File: src/rtl/px_pack5551.sv
module px_pack5551 (
  input  logic        clk,
  input  logic        rst_n,
  input  logic        in_valid,
  output logic        in_ready,
  input  logic [31:0] in_data,
  output logic        out_valid,
  input  logic        out_ready,
  output logic [15:0] out_data
);

  function automatic logic [4:0] scale5(input logic [7:0] c);
    logic [12:0] p;
    logic [12:0] s;
    p = {c, 5'b0} - {5'b0, c};
    s = p + 13'd1 + {8'b0, p[12:8]};
    return 5'(s >> 8);
  endfunction

  logic [15:0] packed_w;
  logic        take;

  assign packed_w = {scale5(in_data[7:0]),
                     scale5(in_data[15:8]),
                     scale5(in_data[23:16]),
                     |in_data[31:24]};

  assign in_ready = out_ready | ~out_valid;
  assign take     = in_valid & in_ready;

  always_ff @(posedge clk or negedge rst_n) begin
    if (!rst_n) begin
      out_valid <= 1'b0;
      out_data  <= '0;
    end else if (take) begin
      out_valid <= 1'b1;
      out_data  <= packed_w;
    end else if (out_ready) begin
      out_valid <= 1'b0;
    end
  end

endmodule


File: config.mk
export PLATFORM = sky130hd
export DESIGN_NAME = px_pack5551
export DESIGN_NICKNAME = d
export VERILOG_FILES = /design/src/rtl/px_pack5551.sv
export SDC_FILE = /design/constraint.sdc
export NUM_CORES = 1
export LEC_CHECK = 0
export ABC_AREA = 0
export BUFFER_PORTS_ARGS = -buffer_cell sky130_fd_sc_hd__buf_2
export CORE_AREA = 2 2 74 76
export CTS_CLUSTER_DIAMETER = 80
export DETAILED_ROUTE_END_ITERATION = 7
export DIE_AREA = 0 0 76 78
export MAX_ROUTING_LAYER = met4
export PLACE_DENSITY_LB_ADDON = 0.1
export SKIP_CTS_REPAIR_TIMING = 1
export SYNTH_ARGS = -nofsm -noshare
export SYNTH_HDL_FRONTEND = slang
export SYNTH_SLANG_ARGS = --single-unit
File: constraint.sdc
create_clock -name clk -period 1.6 [get_ports clk]
set_input_delay 0 -clock clk [delete_from_list [all_inputs] [get_ports clk]]
set_output_delay 0 -clock clk [all_outputs]
set_load 0.1 [all_outputs]
Yosys cells after proc, flatten, opt, wreduce, memory -nomap -nowiden. Index checks and enable logic that the tools add are counted.

Bitwise operators: 3. Multipliers: 0. Shift operators: 0. Muxes and demuxes: 2. $lt $le $gt $ge: 0. Reduce and logical (&&, ||, !) cells: 2. Equality and inequality tests: 0. Divide/modulo/power cells: 0. Add/subtract/negate cells: 9.

Operator list (count): $add 13x1->13 const B (3); $add 13x5->13 (3); $sub 13x8->13 (3); $reduce_or 8->1 (1); $mux 1 (2); $reduce_bool 2->1 (1); $and 1x1->1 (1); $not 1->1 (1); $or 1x1->1 (1).

Flip-flop bits (word level): 17. Memory bits (read-only): 0. Output and inout port bits: 18. Logic and storage cells: 18. Latch bits: 0. Memories kept: 0. Bits in writable memories: 0. Bits of input ports: 36.

Longest topological paths before layout. Gate-level depths: netlist of the first run.

Word-level depth: 4. Gate-level depth with buffers: 14. Depth with buffers taken out: 13.

Worst setup path before layout of the first run. No wires, ideal clock.

Path kind: reg2reg. Start: register out_valid. End: register out_data[2]. Arrival: 3069 ps. Stages on the path, launching flop included: 6. Required time: 1505 ps. Library setup time: 95 ps. Clock period less this slack: 3165 ps. Buffers on the path: 1. Path slack: -1565 ps. Cell sequence: dfrtp_1 -> nand2b_1 -> nand2_1 -> dlygate4sd3_1 -> nand2_1 -> o31ai_1.

Longest elaborated chain between the ends: 3.

RTL lines: from (decl) (line 7) `output logic out_valid,`; from (signal assigned) (line 33) `out_valid <= 1'b0;`; from (signal assigned) (line 36) `out_valid <= 1'b1;`; from (signal assigned) (line 39) `out_valid <= 1'b0;`; $not 1->1 (line 28) `assign in_ready = out_ready | ~out_valid;`; $or 1x1->1 (line 28); named net in_ready (line 5) `output logic in_ready,`; $and 1x1->1 (line 29) `assign take = in_valid & in_ready;`; to (signal assigned) (line 37) `out_data <= packed_w;`; to (decl) (line 9) `output logic [15:0] out_data`.

The timed path passes the listed nets, and every way through them passes these cells. A chain may end at the register's enable or synchronous reset.

Worst setup path in the final report of the first run.
Start: input in_data[18]. End: register out_data[2].

Longest elaborated chain between the ends: 3.

RTL lines: from (decl) (line 6) `input logic [31:0] in_data,`; $sub 13x8->13 * (line 15) `p = {c, 5'b0} - {5'b0, c};`; $add 13x1->13 (line 16) `s = p + 13'd1 + {8'b0, p[12:8]};`; $add 13x5->13 * (line 16).

Every way passes the cells marked *; elsewhere a longest branch is shown, timed or not.

==> impl_metrics.toml, run 1 <==
[outcome]
outcome = "complete, but fails checks"
violations = "setup timing"

[global_route]
grt_pass1_wl_mm = 12.95
first_global_vias = 2925
grtUsageMet1_pct = 32.98
grt.met3_usage_pct = 2.093
grt_remaining_overflow = 0
met2_usage_pct = 48.13
busiest_layer = "met2"
antenna_found_initial = 0
grt_start_max_net_pins = 22
grtUsageTotal_pct = 26.54

[sta]
finalHoldWorstSlack_ns = 0.05256
report.final.hold_viol_count = 0
number_of_slew_limit_violations_in_the_final_report = 0
final_critical_path_setup_slack_ns = -0.9231
final-setup-viol-count = 15
worst_slew_margin_rel_pct = 57.19
rsz0062_at_grt = "true"
period_share_pct = 157.7
worst_max_slew_pin_slew_ns = 0.6375
max_freq_ghz = 0.3963
finClkSkew_ns = 0.0006805
final.min_clock_period_ns = 2.523

[power_and_ir_drop]
fin_total_pwr_mw = 2.983
ir_worst_vdd_v = 0.0005431
switching_power_mw = 1.495
pwr-share-clk_pct = 11.0
share_of_power_burned_in_registers_pct = 18.3
p_leak_nw = 2.009
switching_share_pct = 50.12
p_per_area_mw_per_mm2 = 667.2
internal_power_mw = 1.488
p_comb_share_pct = 70.7

[yosys]
synth.top_cells.by_area = "sky130_fd_sc_hd__dfrtp_1, sky130_fd_sc_hd__ha_1, sky130_fd_sc_hd__xnor2_1"
synthArstFlopShare_pct = 100.0
number_of_enable_type_register_cells_in_the_synthesized_netlist = 0
synth-compound-area-share_pct = 33.28
synthMostInstantiatedCell = "sky130_fd_sc_hd__ha_1"
yosys_warnings = 0
post-synth-top-area-fraction_pct = 17.30
yosys_most_used_dff = "sky130_fd_sc_hd__dfrtp_1"
synth.yosys.seq_area_share_pct = 17.30
synth_area_leader_cell = "sky130_fd_sc_hd__dfrtp_1"
post_synth_most_frequent_cells = "sky130_fd_sc_hd__ha_1, sky130_fd_sc_hd__nand2_1, sky130_fd_sc_hd__nor2_1"
synth.mux.area_fraction_pct = 1.272
synth_simple_gate_area_share_pct = 25.90
synth_area_per_cell_sq_um = 7.830
yosys_cell_types = 73
synthesis.nets = 372
synth_fa_ha_area_share_pct = 11.20
synth_xor_area_share_pct = 5.344
synth.ff_latch_count = 17
combinational_family_with_the_most_area_after_synthesis = "compound AO/OA/AOI/OAI gates"
synth_area_sq_mm = 0.002459
postSynthCellCount = 314

[floorplan]
fp.coreArea_sq_mm = 0.005042
die-area_sq_mm = 0.005928
die_h_um = 78
die_width_um = 76
number_of_placement_rows = 26
io_pins = 54
initial_utilization_pct = 48.76

[route]
ant_nets = 0
final_wirelength_mm = 9.819
detail_route.drc_violations = 0
routed_via_density = 5.957
route.vias.total = 3360
dr.first_iter.drc_count = 207
routed_wire_length_per_instance_um = 17.41
drt-pass1-iter-count = 5

[cells_and_area]
synthToLayoutAreaGrowth_pct = 81.83
num-fill-cells = 239
post-route-util_pct = 88.66
post_route_cells_drive_above_1_share_pct = 57.09
finalNetCount = 553
finish.instance_area_sq_mm = 0.004471
antennaDiodeCount = 0

[flow_run]
maxCapViolCount = 0

[setup_path]
critical_path_peak_fanout = 6
setup.worst_path.start_class = "input pin"
timing.setup.critical_path_class = "input pin to flop"
endpoint_kind = "flop"
slowest_stage = "sky130_fd_sc_hd__or4_4"
arrival_ns = 2.68
crit-reg2reg-launch = "out_valid"
cp_common_cell = "sky130_fd_sc_hd__ha_4"
series_of_cell_instances_along_the_critical_path = "buf_8 -> ha_4 -> and2_4 -> and3_4 -> or4_4 -> nand2_4 -> ha_4 -> o211a_1 -> a211oi_2 -> a211o_1 -> nor3_4 -> a21oi_1 -> o31ai_1"
worstSetupStartpoint = "in_data[18]"
timing.critical_path.slowest_cell_delay_ns = 0.55
worst-endpoint-required_ns = 1.76

[clock_network]
clock_sink_count = 17
cts_buffers = 3
clock_tree.buffer_depth = 2
cts.root.buffer_cell = "sky130_fd_sc_hd__clkbuf_8"
clock_tree_from_tritoncts = "done"
clk-insertion-delay-late_ns = 0.25
path_clk_slew_ns = 0.07
cts-htree-levels = 1

[place]
placed_cell_areas_sq_mm = 0.004029
global_placer_s_final_weighted_congestion = 0.9498
hpwlAfterDp_mm = 6.577
place.port_buffers = 53

[worst_hold_path]
worstHoldStart = "in_data[30]"
hold_path.class = "input pin to flop"
-- state kept, by name (all words and copies together), names as in the netlist --
signal and flops:
out_data 16, out_valid 1
-- power groups by stage --
stage | registers (mW) | logic (mW) | clock network, mW
2_1_floorplan | 1.03 | 0.804 | 0
3_3_place_gp | 0.544 | 1.84 | 0
3_5_place_dp | 0.548 | 1.89 | 0
4_1_cts | 0.540 | 1.89 | 0.327
5_1_grt | 0.550 | 2.22 | 0.352
6_report | 0.547 | 2.11 | 0.328
-- worst max-delay path: cells and delay by family --
kind | cells | cell delay [ns]
and+or+nand+nor | 5 | 1.27
AOI/OAI and AO/OA | 5 | 0.91
adders and majority gates | 2 | 0.38
buffers and inverters | 1 | 0.10
-- placed cells by master, fill, tap and decap left out, types with 11 or more instances in the layout --
| cell type | Yosys | routed |
|---|---|---|
| sky130_fd_sc_hd__a21oi_1 | 16 | 13 |
| sky130_fd_sc_hd__a31oi_1 | 12 | 12 |
| sky130_fd_sc_hd__buf_2 | 2 | 45 |
| sky130_fd_sc_hd__buf_4 | 2 | 130 |
| sky130_fd_sc_hd__dfrtp_1 | 17 | 16 |
| sky130_fd_sc_hd__ha_4 | 0 | 13 |
| sky130_fd_sc_hd__inv_1 | 19 | 12 |
| sky130_fd_sc_hd__nand2_1 | 21 | 18 |
| sky130_fd_sc_hd__nor2_1 | 20 | 13 |
| sky130_fd_sc_hd__o21ai_1 | 9 | 11 |
-- cells by family after synthesis --
kind of cell               count (synthesis)
DFF                                       17
buffers and inverters                     29
AOI/OAI and AO/OA                        112
muxes                                      3
adders and majority gates                 22
xor gates and xnor gates                  15
and+or+nand+nor                          116
-- final cells by class --
| type | count | area (sq um) | area share (%) |
|---|---|---|---|
| Clock inverter | 1 | 5.005 | 0.1120 |
| Clock buffer | 3 | 41.29 | 0.9236 |
| Sequential cell | 17 | 429.2 | 9.600 |
| Tap cell | 70 | 87.58 | 1.959 |
| Timing Repair Buffer | 186 | 1341 | 30.00 |
| Multi-Input combinational cell | 268 | 2447 | 54.74 |
| Inverter | 19 | 118.9 | 2.659 |
-- metrics by stage --
step	std cells	setup slack [ns]	TNS [ns]
floorplan	314	-0.8846	-11.18
global placement	544	-1.059	-14.39
detailed placement	544	-1.215	-15.63
CTS	548	-0.9677	-11.89
global route	564	-1.060	-13.18
finish	564	-0.9231	-12.15
-- path summary, 6_finish.rpt --
kind | endpoint | slack [ns] | cells past startpoint
worst max-delay path | out_data[2] | -0.92 | 13
worst min-delay path | out_data[0] | 0.05 | 3
worst max register to register | out_data[14] | 0.04 | 5
worst min register to register | out_data[15] | 0.48 | 2
max in group asynchronous | out_valid | 1.08 | 2
min in group asynchronous | out_data[10] | 0.21 | 2
-- layer usage --
metal / vias up / wire, um
li1: 1577 / -
met1: 1589 / 3860
met2: 162 / 5146
met3: 32 / 499
met4: 0 / 312
met5: - / 0
Power figures use the tool's default switching activity.
==> run 2, diff against run 1 <==
--- a/config.mk
+++ b/config.mk
@@ -15,2 +15,3 @@
 export PLACE_DENSITY_LB_ADDON = 0.1
+export SETUP_SLACK_MARGIN = 0.3
 export SKIP_CTS_REPAIR_TIMING = 1
==> constraint.sdc (replaced) <==
create_clock -name clk -period 1.6 [get_ports clk]
set_input_delay 0.32 -clock clk [delete_from_list [all_inputs] [get_ports clk]]
set_output_delay 0.32 -clock clk [all_outputs]
set_load 0.1 [all_outputs]
==> run 2 against run 1 <==
Effect of this change:
- the run ends with hold timing, setup timing left
- power is 4.7% higher
- routed wire length is 10% higher
- maximum frequency is 11% lower
- setup slack worse by 0.30 ns
- clock skew is 0.0097 ns higher
- clock power is 2% higher
- register-to-register slack hardly changed
- non-clock buffer count is 8 lower
- largest power group unchanged
==> impl_metrics.toml, run 2 (synthesis results as in run 1) <==
[outcome]
outcome = "complete, but fails checks"
violations = "hold timing, setup timing"

[global_route]
antenna_found_initial = 0
grtUsageTotal_pct = 28.67
grt_remaining_overflow = 0
first_global_vias = 3188
grt_start_max_net_pins = 18
grt_pass1_wl_mm = 14.01

[setup_path]
critical-path-top-delay-family = "simple AND/OR/NAND/NOR gates"
arrival_ns = 2.96
cp.buffers_inverters = 2
critical_path_peak_fanout = 5
worst-r2r-setup-slack_ns = 0.04
cp_common_cell = "sky130_fd_sc_hd__ha_4"
crit-reg2reg-launch = "out_valid"
setup.worst_path.start_class = "input pin"
worstRegToRegCells = 5
endpoint_kind = "flop"
slowest_stage = "sky130_fd_sc_hd__or4_4"
worstReg2RegEnd = "out_data[14]"
series_of_cell_instances_along_the_critical_path = "buf_12 -> inv_12 -> ha_4 -> and2_4 -> and3_4 -> or4_4 -> nand2_4 -> ha_4 -> o211a_1 -> a211oi_2 -> a211o_1 -> or3_4 -> mux2i_1 -> o21ai_1"
timing.critical_path.slowest_cell_delay_ns = 0.53
worst-endpoint-required_ns = 1.73
timing.setup.critical_path_class = "input pin to flop"

[sta]
final_critical_path_setup_slack_ns = -1.224
max_freq_ghz = 0.3541
worst_max_slew_pin_slew_ns = 0.6070
report.final.hold_viol_count = 8
finalHoldWorstSlack_ns = -0.01649
finClkSkew_ns = 0.01043
final.min_clock_period_ns = 2.824
worst_slew_margin_rel_pct = 59.54
final-setup-viol-count = 15
period_share_pct = 176.5
rsz0062_at_grt = "true"
number_of_slew_limit_violations_in_the_final_report = 0

[floorplan]
die_width_um = 76
die-area_sq_mm = 0.005928
fp.coreArea_sq_mm = 0.005042
die_h_um = 78
number_of_placement_rows = 26
io_pins = 54
initial_utilization_pct = 48.76

[route]
routed_wire_length_per_instance_um = 19.47
final_wirelength_mm = 10.82
ant_nets = 0
drt-pass1-iter-count = 6
routed_via_density = 6.196
route.vias.total = 3445
detail_route.drc_violations = 0
dr.first_iter.drc_count = 429

[cells_and_area]
post_route_cells_drive_above_1_share_pct = 58.23
final_cell_mix = "sky130_fd_sc_hd__buf_4, sky130_fd_sc_hd__buf_2, sky130_fd_sc_hd__nand2_1, sky130_fd_sc_hd__dfrtp_1, sky130_fd_sc_hd__ha_4"
regMostFlops = "out_data"
synthToLayoutAreaGrowth_pct = 85.60
most_frequent_standard_cell_in_the_layout_excluding_fill_and_tap_cells = "sky130_fd_sc_hd__buf_4"
post-route-util_pct = 90.50
largest_register_ff_count = 16
finish.instance_area_sq_mm = 0.004563
antennaDiodeCount = 0
reg.largest.list = "out_data: 16 flops, out_valid: 1 flops"
num-fill-cells = 222
finalNetCount = 545

[clock_network]
path_clk_slew_ns = 0.08
clock_tree.buffer_depth = 2
cts-htree-levels = 1
clock_tree_from_tritoncts = "done"
clock_sink_count = 17
cts.root.buffer_cell = "sky130_fd_sc_hd__clkbuf_8"
cts_buffers = 3
clk-insertion-delay-late_ns = 0.26

[power_and_ir_drop]
p_leak_nw = 2.005
p_per_area_mw_per_mm2 = 684.2
ir_worst_vdd_v = 0.0005179

[place]
global_placer_s_final_weighted_congestion = 0.9416
place.port_buffers = 53
placed_cell_areas_sq_mm = 0.004049
hpwlAfterDp_mm = 6.839

[worst_hold_path]
hold_path.class = "input pin to async pin"

[flow_run]
maxCapViolCount = 0
run 2: changes by cell type in the layout (fill, tap and decap cells not counted), sizes merged:
cell,previous run,this run
dlygate4sd3,2,0
clkinv,1,0
buf,184,168
clkbuf,3,14
run 2: metal layers:
metal	up-vias	GRT usage, %	part of all wire (%)
li1	1553	-	-
met1	1613	35.33	39
met2	217	49.73	49
met3	62	3.140	7.2
met4	0	8.727	4.7
met5	-	-	0
run 2: cell type report:
type                    instances  area (sq um)  area share [%]
repair buffers                178          1355           29.70
multi-input cells             268          2530           55.44
well taps                      70         87.58           1.919
flip-flops and latches         17         429.2           9.405
clock buffers                   4         45.04          0.9871
inverters                      19         116.4           2.550
run 2: worst max path at each step:
stage | start | endpoint | cells after the start
floorplan | in_data[14] | out_data[8] | 14
global placement | in_data[23] | out_data[1] | 14
detailed placement | in_data[23] | out_data[5] | 14
CTS | in_data[23] | out_data[5] | 14
global route | in_data[23] | out_data[1] | 15
finish | in_data[23] | out_data[1] | 14
run 2: metrics by stage:
stage | setup TNS, ns | worst slack (ns) | instances | total power [mW]
after CTS | -16.65 | -1.234 | 546 | 2.792
after global routing | -17.71 | -1.295 | 556 | 3.234
after floorplan | -15.89 | -1.209 | 314 | 1.849
after detailed placement | -20.38 | -1.481 | 542 | 2.468
final | -16.62 | -1.224 | 556 | 3.122
after global placement | -18.99 | -1.377 | 542 | 2.410
run 2: where the power goes:
group | total (mW) | internal (mW) | leakage (nW) | switching, mW
logic | 2.23 | 0.868 | 1.78 | 1.36
clock network | 0.336 | 0.177 | 0.0228 | 0.159
registers | 0.555 | 0.498 | 0.202 | 0.0576
